**src/rtl/ubt_pkg.sv**
```systemverilog
package ubt_pkg;

    // Operating mode of one storage element, decoded from its two levels.
    typedef enum logic [1:0] {
        MODE_PASS  = 2'd0,  // open, storage disabled: output bypasses, store keeps
        MODE_TRACK = 2'd1,  // open, storage enabled: store follows input
        MODE_EDGE  = 2'd2,  // closed, storage enabled: load on rising transfer clock
        MODE_HOLD  = 2'd3   // closed, storage disabled: everything inhibited
    } path_mode_e;

    function automatic path_mode_e decode_mode(input logic en_n, input logic open);
        path_mode_e m;
        if (open) begin
            m = en_n ? MODE_PASS : MODE_TRACK;
        end else begin
            m = en_n ? MODE_HOLD : MODE_EDGE;
        end
        return m;
    endfunction

endpackage

```
**src/rtl/ubt_path.sv**
```systemverilog
module ubt_path
    import ubt_pkg::*;
#(
    parameter int W = 18
) (
    input  logic         clk,
    input  logic         rst_n,
    input  logic         en_n,
    input  logic         open,
    input  logic         xclk,
    input  logic [W-1:0] din,
    output logic [W-1:0] dout
);

    typedef struct packed {
        logic [W-1:0] store;
        logic         xclk_prev;
    } path_state_t;

    path_state_t cur_q, nxt_d;
    path_mode_e  mode;
    logic        xclk_rise;

    always_comb begin
        mode      = decode_mode(en_n, open);
        xclk_rise = xclk & ~cur_q.xclk_prev;
        nxt_d           = cur_q;
        nxt_d.xclk_prev = xclk;
        unique case (mode)
            MODE_TRACK: nxt_d.store = din;
            MODE_EDGE:  if (xclk_rise) nxt_d.store = din;
            MODE_PASS,
            MODE_HOLD:  nxt_d.store = cur_q.store;
            default:    nxt_d.store = cur_q.store;
        endcase
    end

    always_ff @(posedge clk or negedge rst_n) begin
        if (!rst_n) begin
            cur_q.store     <= '0;
            cur_q.xclk_prev <= 1'b1;   // a clock already high is not an edge
        end else begin
            cur_q <= nxt_d;
        end
    end

    assign dout = open ? din : cur_q.store;

    // tracking phase stores the sampled input
    p_track_loads_r2: assert property (@(posedge clk) disable iff (!rst_n)
        (open && !en_n) |=> (cur_q.store == $past(din)));

    // rising transfer clock loads when closed and enabled
    p_edge_loads_r3: assert property (@(posedge clk) disable iff (!rst_n)
        (!open && !en_n && xclk && !cur_q.xclk_prev) |=> (cur_q.store == $past(din)));

    // no rising transfer clock means no load when closed
    p_no_edge_keeps_r3: assert property (@(posedge clk) disable iff (!rst_n)
        (!open && !en_n && !(xclk && !cur_q.xclk_prev)) |=> $stable(cur_q.store));

    // disabled storage never changes
    p_inhibit_keeps_r4: assert property (@(posedge clk) disable iff (!rst_n)
        (en_n) |=> $stable(cur_q.store));

endmodule

```
**src/rtl/ubt_half.sv**
```systemverilog
module ubt_half #(
    parameter int W = 18
) (
    input  logic         clk,
    input  logic         rst_n,
    input  logic         ab_drv_n,
    input  logic         ab_en_n,
    input  logic         ab_open,
    input  logic         ab_clk,
    input  logic         ba_drv_n,
    input  logic         ba_en_n,
    input  logic         ba_open,
    input  logic         ba_clk,
    input  logic [W-1:0] a_in,
    output logic [W-1:0] a_out,
    output logic [W-1:0] a_out_en,
    input  logic [W-1:0] b_in,
    output logic [W-1:0] b_drive_low
);

    logic [W-1:0] ab_data;
    logic [W-1:0] ba_data;

    ubt_path #(.W(W)) ab_path_i (
        .clk  (clk),
        .rst_n(rst_n),
        .en_n (ab_en_n),
        .open (ab_open),
        .xclk (ab_clk),
        .din  (a_in),
        .dout (ab_data)
    );

    ubt_path #(.W(W)) ba_path_i (
        .clk  (clk),
        .rst_n(rst_n),
        .en_n (ba_en_n),
        .open (ba_open),
        .xclk (ba_clk),
        .din  (b_in),
        .dout (ba_data)
    );

    // Open-drain side: only pull low, and only when driving is enabled.
    assign b_drive_low = ab_drv_n ? '0 : ~ab_data;

    // Three-state side: value forced to zero while released.
    assign a_out    = ba_drv_n ? '0 : ba_data;
    assign a_out_en = {W{~ba_drv_n}};

    // transparent A-to-B reaches the B pins unchanged
    p_ab_transparent_r1: assert property (@(posedge clk) disable iff (!rst_n)
        (ab_open && !ab_drv_n) |-> (b_drive_low == ~a_in));

    // transparent B-to-A reaches the A pins unchanged
    p_ba_transparent_r9: assert property (@(posedge clk) disable iff (!rst_n)
        (ba_open && !ba_drv_n) |-> (a_out == b_in));

    // released B side pulls nothing low
    p_b_release_r5: assert property (@(posedge clk) disable iff (!rst_n)
        ab_drv_n |-> (b_drive_low == '0));

    // released A side is idle
    p_a_release_r6: assert property (@(posedge clk) disable iff (!rst_n)
        ba_drv_n |-> (a_out_en == '0 && a_out == '0));

endmodule

```
**src/rtl/ubt_top.sv**
```systemverilog
module ubt_top #(
    parameter int HALVES = 2,
    parameter int HALF_W = 18
) (
    input  logic                       clk,
    input  logic                       rst_n,
    input  logic [HALVES-1:0]          ab_drv_n,
    input  logic [HALVES-1:0]          ab_en_n,
    input  logic [HALVES-1:0]          ab_open,
    input  logic [HALVES-1:0]          ab_clk,
    input  logic [HALVES-1:0]          ba_drv_n,
    input  logic [HALVES-1:0]          ba_en_n,
    input  logic [HALVES-1:0]          ba_open,
    input  logic [HALVES-1:0]          ba_clk,
    input  logic [HALVES*HALF_W-1:0]   a_in,
    output logic [HALVES*HALF_W-1:0]   a_out,
    output logic [HALVES*HALF_W-1:0]   a_out_en,
    input  logic [HALVES*HALF_W-1:0]   b_in,
    output logic [HALVES*HALF_W-1:0]   b_drive_low
);

    localparam int W = HALVES * HALF_W;

    logic [W-1:0] a_out_w;
    logic [W-1:0] a_out_en_w;
    logic [W-1:0] b_drive_low_w;

    for (genvar h = 0; h < HALVES; h++) begin : g_half
        ubt_half #(.W(HALF_W)) half_i (
            .clk        (clk),
            .rst_n      (rst_n),
            .ab_drv_n   (ab_drv_n[h]),
            .ab_en_n    (ab_en_n[h]),
            .ab_open    (ab_open[h]),
            .ab_clk     (ab_clk[h]),
            .ba_drv_n   (ba_drv_n[h]),
            .ba_en_n    (ba_en_n[h]),
            .ba_open    (ba_open[h]),
            .ba_clk     (ba_clk[h]),
            .a_in       (a_in[h*HALF_W +: HALF_W]),
            .a_out      (a_out_w[h*HALF_W +: HALF_W]),
            .a_out_en   (a_out_en_w[h*HALF_W +: HALF_W]),
            .b_in       (b_in[h*HALF_W +: HALF_W]),
            .b_drive_low(b_drive_low_w[h*HALF_W +: HALF_W])
        );
    end

    assign a_out       = a_out_w;
    assign a_out_en    = a_out_en_w;
    assign b_drive_low = b_drive_low_w;

endmodule

```
**config.mk**
```make
export PLATFORM = sky130hd
export DESIGN_NAME = ubt_top
export DESIGN_NICKNAME = d
export VERILOG_FILES = /design/src/rtl/ubt_pkg.sv /design/src/rtl/ubt_path.sv /design/src/rtl/ubt_half.sv /design/src/rtl/ubt_top.sv
export SDC_FILE = /design/constraint.sdc
export NUM_CORES = 1
export LEC_CHECK = 0
export CAP_MARGIN = 10
export CORE_MARGIN = 3
export CORE_UTILIZATION = 25
export DETAILED_ROUTE_END_ITERATION = 16
export SETUP_SLACK_MARGIN = 0.3
export SLEW_MARGIN = 30
export SYNTH_ARGS = -nofsm -noshare
export SYNTH_HDL_FRONTEND = slang
export SYNTH_SLANG_ARGS = --single-unit
```
**constraint.sdc**
```tcl
create_clock -name clk -period 2.3 [get_ports clk]
set_input_delay 0.575 -clock clk [delete_from_list [all_inputs] [get_ports clk]]
set_output_delay 0.575 -clock clk [all_outputs]
set_load 0.005 [all_outputs]
```
==> Word level (Yosys, flattened, before mapping) <==
Cells that the tools add are included.
W data, S select, Z words.
{ "totals": {"register_bits": 76, "inputBits": 90, "out_inout_bits": 108, "wordCells": 80} }
{ "op_classes": {"n_eq_ne": 16, "n_mux": 28, "bitwise_logic": 16, "n_reduce_logical": 12} }
{ "op_table": {"columns": ["operator", "count"], "rows": [
  ["$mux W18", 12],
  ["$pmux W18 S2", 4],
  ["$not A18 Y18", 2],
  ["$eq A2 B2 Y1 const B", 8],
  ["$not A1 Y1", 10],
  ["$eq A2 B1 Y1 const B", 4],
  ["$logic_not A2 Y1", 4],
  ["$mux W1", 8],
  ["$mux W2", 4],
  ["$ne A2 B2 Y1 const B", 4],
  ["$reduce_and A2 Y1", 4],
  ["$reduce_or A2 Y1", 4],
  ["$and A1 B1 Y1", 4]
]} }

==> Logic depth before layout (Yosys ltp) <==
{ "depth": {"depth_word": 6, "mapped_depth": 9, "mapped_depth_nobuf": 5} }

==> Cells and area by module <==
Synthesis repeated with hierarchy kept, for this count alone.
{ "hier_totals": {"hier_cells": 370, "hier_area_um2": 4687.0} }
{ "modules_own_cells": {"columns": ["mod", "instances", "cells_per_inst", "area_per_inst_um2", "seq_area_each_um2"], "rows": [
  ["ubt_path", 4, 64, 996.0, 476.7],
  ["ubt_half", 2, 57, 351.6, 0.0]
]} }

==> Worst setup path after synthesis <==
OpenSTA, ideal clock, no wires.
{ "synth_path": {"path_kind": "input -> register", "start": "in ab_open[1]", "end": "reg g_half[1].half_i.ab_path_i.cur_q[1] (netlist name)", "setup_ns": 0.125, "t_arrival_ns": 2.349, "t_required_ns": 2.175, "path_slack_ns": -0.174, "stages": 9, "n_path_buf": 4, "path_cell_list": "buf_2 buf_2 buf_2 inv_1 ha_1 xor2_1 a21oi_4 buf_6 mux2_2"} }
{ "synth_via": {"elab_chain_len": 5, "word_cells_on_any_way": 10, "cone_classes": "eq/ne: 4; mux: 2; bitwise: 1; reduce/logical: 3"} }
{ "synth_lines": {"columns": ["item", "line_no", "source"], "rows": [
  ["start: declaration", "ubt_top.sv:9", "input logic [HALVES-1:0] ab_open,"],
  ["$mux W2 (*)", "ubt_pkg.sv:13", "if (open) begin"],
  ["$eq A2 B2 Y1 or $logic_not A2 Y1 (tied branches)", "ubt_path.sv:29", "unique case (mode)"],
  ["$reduce_or A2 Y1", "ubt_path.sv:29", null],
  ["$not A1 Y1 (no source line)", null, null],
  ["$reduce_and A2 Y1 (no source line)", null, null],
  ["end signal: assignment", "ubt_path.sv:43", "cur_q <= nxt_d;"],
  ["end: declaration", "ubt_path.sv:20", "path_state_t cur_q, nxt_d;"]
]} }
Every way passes the cells marked *; elsewhere a longest branch is shown, timed or not.
A chain may end at the register's enable or synchronous reset.

==> Final worst setup path <==
{ "layout_path": {"start": "in ba_en_n[0]", "end": "reg g_half[0].half_i.ba_path_i.cur_q[15] (netlist name)"} }
{ "layout_via": {"elab_chain_len": 6, "word_cells_on_any_way": 12, "cone_classes": "eq/ne: 4; mux: 4; bitwise: 1; reduce/logical: 3"} }
{ "layout_lines": {"columns": ["item", "line_no", "source"], "rows": [
  ["start: declaration", "ubt_top.sv:12", "input logic [HALVES-1:0] ba_en_n,"],
  ["$mux W1 (on tied branches)", "ubt_pkg.sv:16, ubt_pkg.sv:14", null],
  ["$mux W2 (*)", "ubt_pkg.sv:13", null],
  ["$eq A2 B2 Y1 or $logic_not A2 Y1 (tied branches)", "ubt_path.sv:29", null],
  ["$reduce_or A2 Y1", "ubt_path.sv:29", null],
  ["$not A1 Y1 (no source line)", null, null],
  ["$reduce_and A2 Y1 (no source line)", null, null],
  ["end signal: assignment", "ubt_path.sv:43", null],
  ["end: declaration", "ubt_path.sv:20", null]
]} }
Marked as above.

==> results_dict.tcl <==
set metrics [dict create \
    status "completed" \
    final_common_cell "dfrtp_1" \
    cts.htree.levels 3 \
    synth_fp_nets 470 \
    nets 698 \
    grt_pass1_wl_um 20320 \
    grt_max_degree 40 \
    avgSynthCellArea_um2 11.50 \
    crit_type "primary input to register" \
    cpPeakStageDelay_ns 0.49 \
    leakage_nw 3.492 \
    multiInputGateArea_um2 2435 \
    hold_viol 0 \
    fin_crit_ns 2.000 \
    p_per_area_nw_per_um2 630.8 \
    cts_tree "yes" \
    synthCells 376 \
    switchingPower_mw 1.292 \
    start_kind "primary input" \
    clock.fmax_ghz 0.4999 \
    tightest_slew_ns 0.5419 \
    wl_um 13320 \
    required_ns 2.52 \
    initial_core_util 0.2579 \
    rsz0062_at_grt "yes" \
    fill_cells 1580 \
    cap_violations 0 \
    vias 3656 \
    ys_ff_latch 76 \
    firstDrtPassIters 4 \
    clkSinkCount 76 \
    slowest_stage "clkdlybuf4s50_1" \
    pwr-share-seq 0.375 \
    drt_iter0_drc 65 \
    p_clk_frac 0.292 \
    port_buffers 197 \
    syn2layout_area_growth_pct 75.60 \
    final_layout_size_suffix_gt1_frac 0.5082 \
    antenna_found_initial 2 \
    finalCritPeriodShare 0.8697 \
    synth_cell_types 19 \
    seq_area_um2 1907 \
    p_int_mw 3.497 \
    cp_max_fo 5 \
    routabilityCongestion 0.7566 \
    avgRoutedWirePerCell_um 16.06 \
    drcViolationCount 0 \
    power_mw 4.788 \
    numCtsBuffers 9 \
    die_h_um 137.5 \
    routed.top_layer "met5" \
    synth_warnings 0 \
    die_w_um 137.5 \
    worstSkewPairLatency_ns 0.33 \
    cpLargestDelayFamily "buffers and inverters" \
    routed_via_density 4.410 \
    hold_path.class "primary input to async pin" \
    final_max_slew_viol_count 0 \
    core_um2 16760 \
    setup_violations 0 \
    final_antenna_net_count 0 \
    grt-ovfl-total 0 \
    rows 47 \
    finalClockSkew_ns 0.009812 \
    combPwrFrac 0.333 \
    arrival_ns 2.22 \
    syn-cell-area_um2 4323 \
    met2_length_um 6905 \
    cp-end-kind "register" \
    wl_met3_um 817 \
    grt.total_usage 0.1376 \
    dpl.hpwl_um 8925 \
    clkTransAtPathRegs_ns 0.06 \
    wl_met1_um 5396 \
    postCtsHoldBufs 0 \
    fin_cells 829 \
    relSlewSlack 0.6388 \
    cp_cell_sequence "clkdlybuf4s50_1 -> inv_1 -> ha_4 -> xor2_2 -> a21oi_4 -> buf_4 -> mux2_2" \
    ys_seq_area_frac 0.4411 \
    grt_pass1_vias 3871 \
    root_buffer "clkbuf_16" \
    dpl.cell_count 791 \
    worst-path-buf-inv 3 \
    io_pins 198 \
    clockBufferDepth 2 \
    final_cell_mix "dfrtp_1, clkdlybuf4s50_1, buf_2" \
    vdd_ir_drop_max_mv 0.2951 \
    netSwitchingFraction 0.2698 \
    dieArea_um2 18900 \
]
[through the flow]
| step | cell area, µm² | worst slack [ns] | utilization | hold WS [ns] | TNS (ns) |
|---|---|---|---|---|---|
| 2_1_floorplan | 4627 | 0.09726 | - | 0.2794 | 0 |
| 3_3_place_gp | 6922 | -0.4871 | 0.4130 | 0.4595 | -47.22 |
| 3_5_place_dp | 6922 | -0.5393 | 0.4130 | 0.4858 | -50.11 |
| 4_1_cts | 7443 | 0.2440 | 0.4441 | 0.2322 | 0 |
| 5_1_grt | 7591 | 0.2560 | 0.4529 | 0.2479 | 0 |
| 6_report | 7591 | 0.2998 | 0.4529 | 0.2034 | 0 |
[Yosys cell counts, drive strengths merged]
master | instances | area share
a211oi | 36 | 0.063
a21oi | 4 | 0.015
and2b | 5 | 0.0087
buf | 51 | 0.085
clkbuf | 7 | 0.0061
dfrtp | 72 | 0.42
dfstp | 4 | 0.024
ha | 4 | 0.012
inv | 10 | 0.0087
mux2 | 72 | 0.19
mux2i | 36 | 0.083
nand2b | 4 | 0.0058
nor2 | 36 | 0.031
nor2b | 31 | 0.045
xor2 | 4 | 0.0081
[routing by layer]
metal | vias up | GRT usage
met2 | 110 | 0.2405
li1 | 1731 | -
met5 | - | 0
met4 | 2 | 0.05211
met3 | 12 | 0.03141
met1 | 1801 | 0.1639
[state kept, by name, summed over array words and instances (netlist names)]
signal	cells
g_half.half_i.ab_path_i.cur_q	38
g_half.half_i.ba_path_i.cur_q	38
[kinds of logic (layout without fill, tap and decap cells)]
| logic type | after synthesis | in the layout | share of synthesized area |
|---|---|---|---|
| AOI/OAI and AO/OA | 40 | 40 | 0.07757 |
| adders and majority gates | 4 | 4 | 0.01158 |
| other | 0 | 1 | 0 |
| DFF | 76 | 76 | 0.4411 |
| buffers and inverters | 68 | 300 | 0.1001 |
| and+or+nand+nor | 76 | 76 | 0.09059 |
| xor gates and xnor gates | 4 | 4 | 0.008103 |
| muxes | 108 | 108 | 0.2709 |
[what timing repair did]
action                     in CTS  in global routing
pin swaps                      13                  8
setup endpoints to repair     180                 44
resized for setup             378                 41
buffers inserted                3                  5
gates cloned                   12                  2
[power groups by stage]
stage / logic [mW] / clock network [mW] / registers (mW)
CTS: 1.58 / 1.45 / 1.79
detailed placement: 1.57 / 0 / 1.81
finish: 1.60 / 1.40 / 1.80
floorplan: 0.888 / 0 / 1.76
global route: 1.73 / 1.51 / 1.83
global placement: 1.54 / 0 / 1.80
[cell type report]
class                           instances  area share
Inverter                               10    0.007252
Timing Repair inverter                  2    0.001978
Clock buffer                           10     0.03148
Antenna cell                            1   0.0003297
Sequential cell                        76      0.2512
Tap cell                              220     0.03626
Timing Repair Buffer                  273      0.3438
Multi-Input combinational cell        232      0.3208
Clock inverter                          5    0.006923
[final timing paths]
kind                                                                       from                                                to  slack (ns)  depth (start not counted)
worst max register to register    g_half[0].half_i.ab_path_i.cur_q[0]$_DFF_PN1_   g_half[0].half_i.ab_path_i.cur_q[7]$_DFFE_PN0P_        0.94                          4
min in group clk                g_half[1].half_i.ab_path_i.cur_q[4]$_DFFE_PN0P_   g_half[1].half_i.ab_path_i.cur_q[4]$_DFFE_PN0P_        0.49                          1
worst min-delay path                                                      rst_n  g_half[1].half_i.ab_path_i.cur_q[17]$_DFFE_PN0P_        0.20                          1
worst min register to register  g_half[1].half_i.ab_path_i.cur_q[4]$_DFFE_PN0P_   g_half[1].half_i.ab_path_i.cur_q[4]$_DFFE_PN0P_        0.49                          1
max in group asynchronous                                                 rst_n     g_half[1].half_i.ba_path_i.cur_q[0]$_DFF_PN1_        1.42                          2
worst max-delay path                                                 ba_en_n[0]  g_half[0].half_i.ba_path_i.cur_q[15]$_DFFE_PN0P_        0.30                          7
No activity file was read; power rests on OpenSTA's default activity.
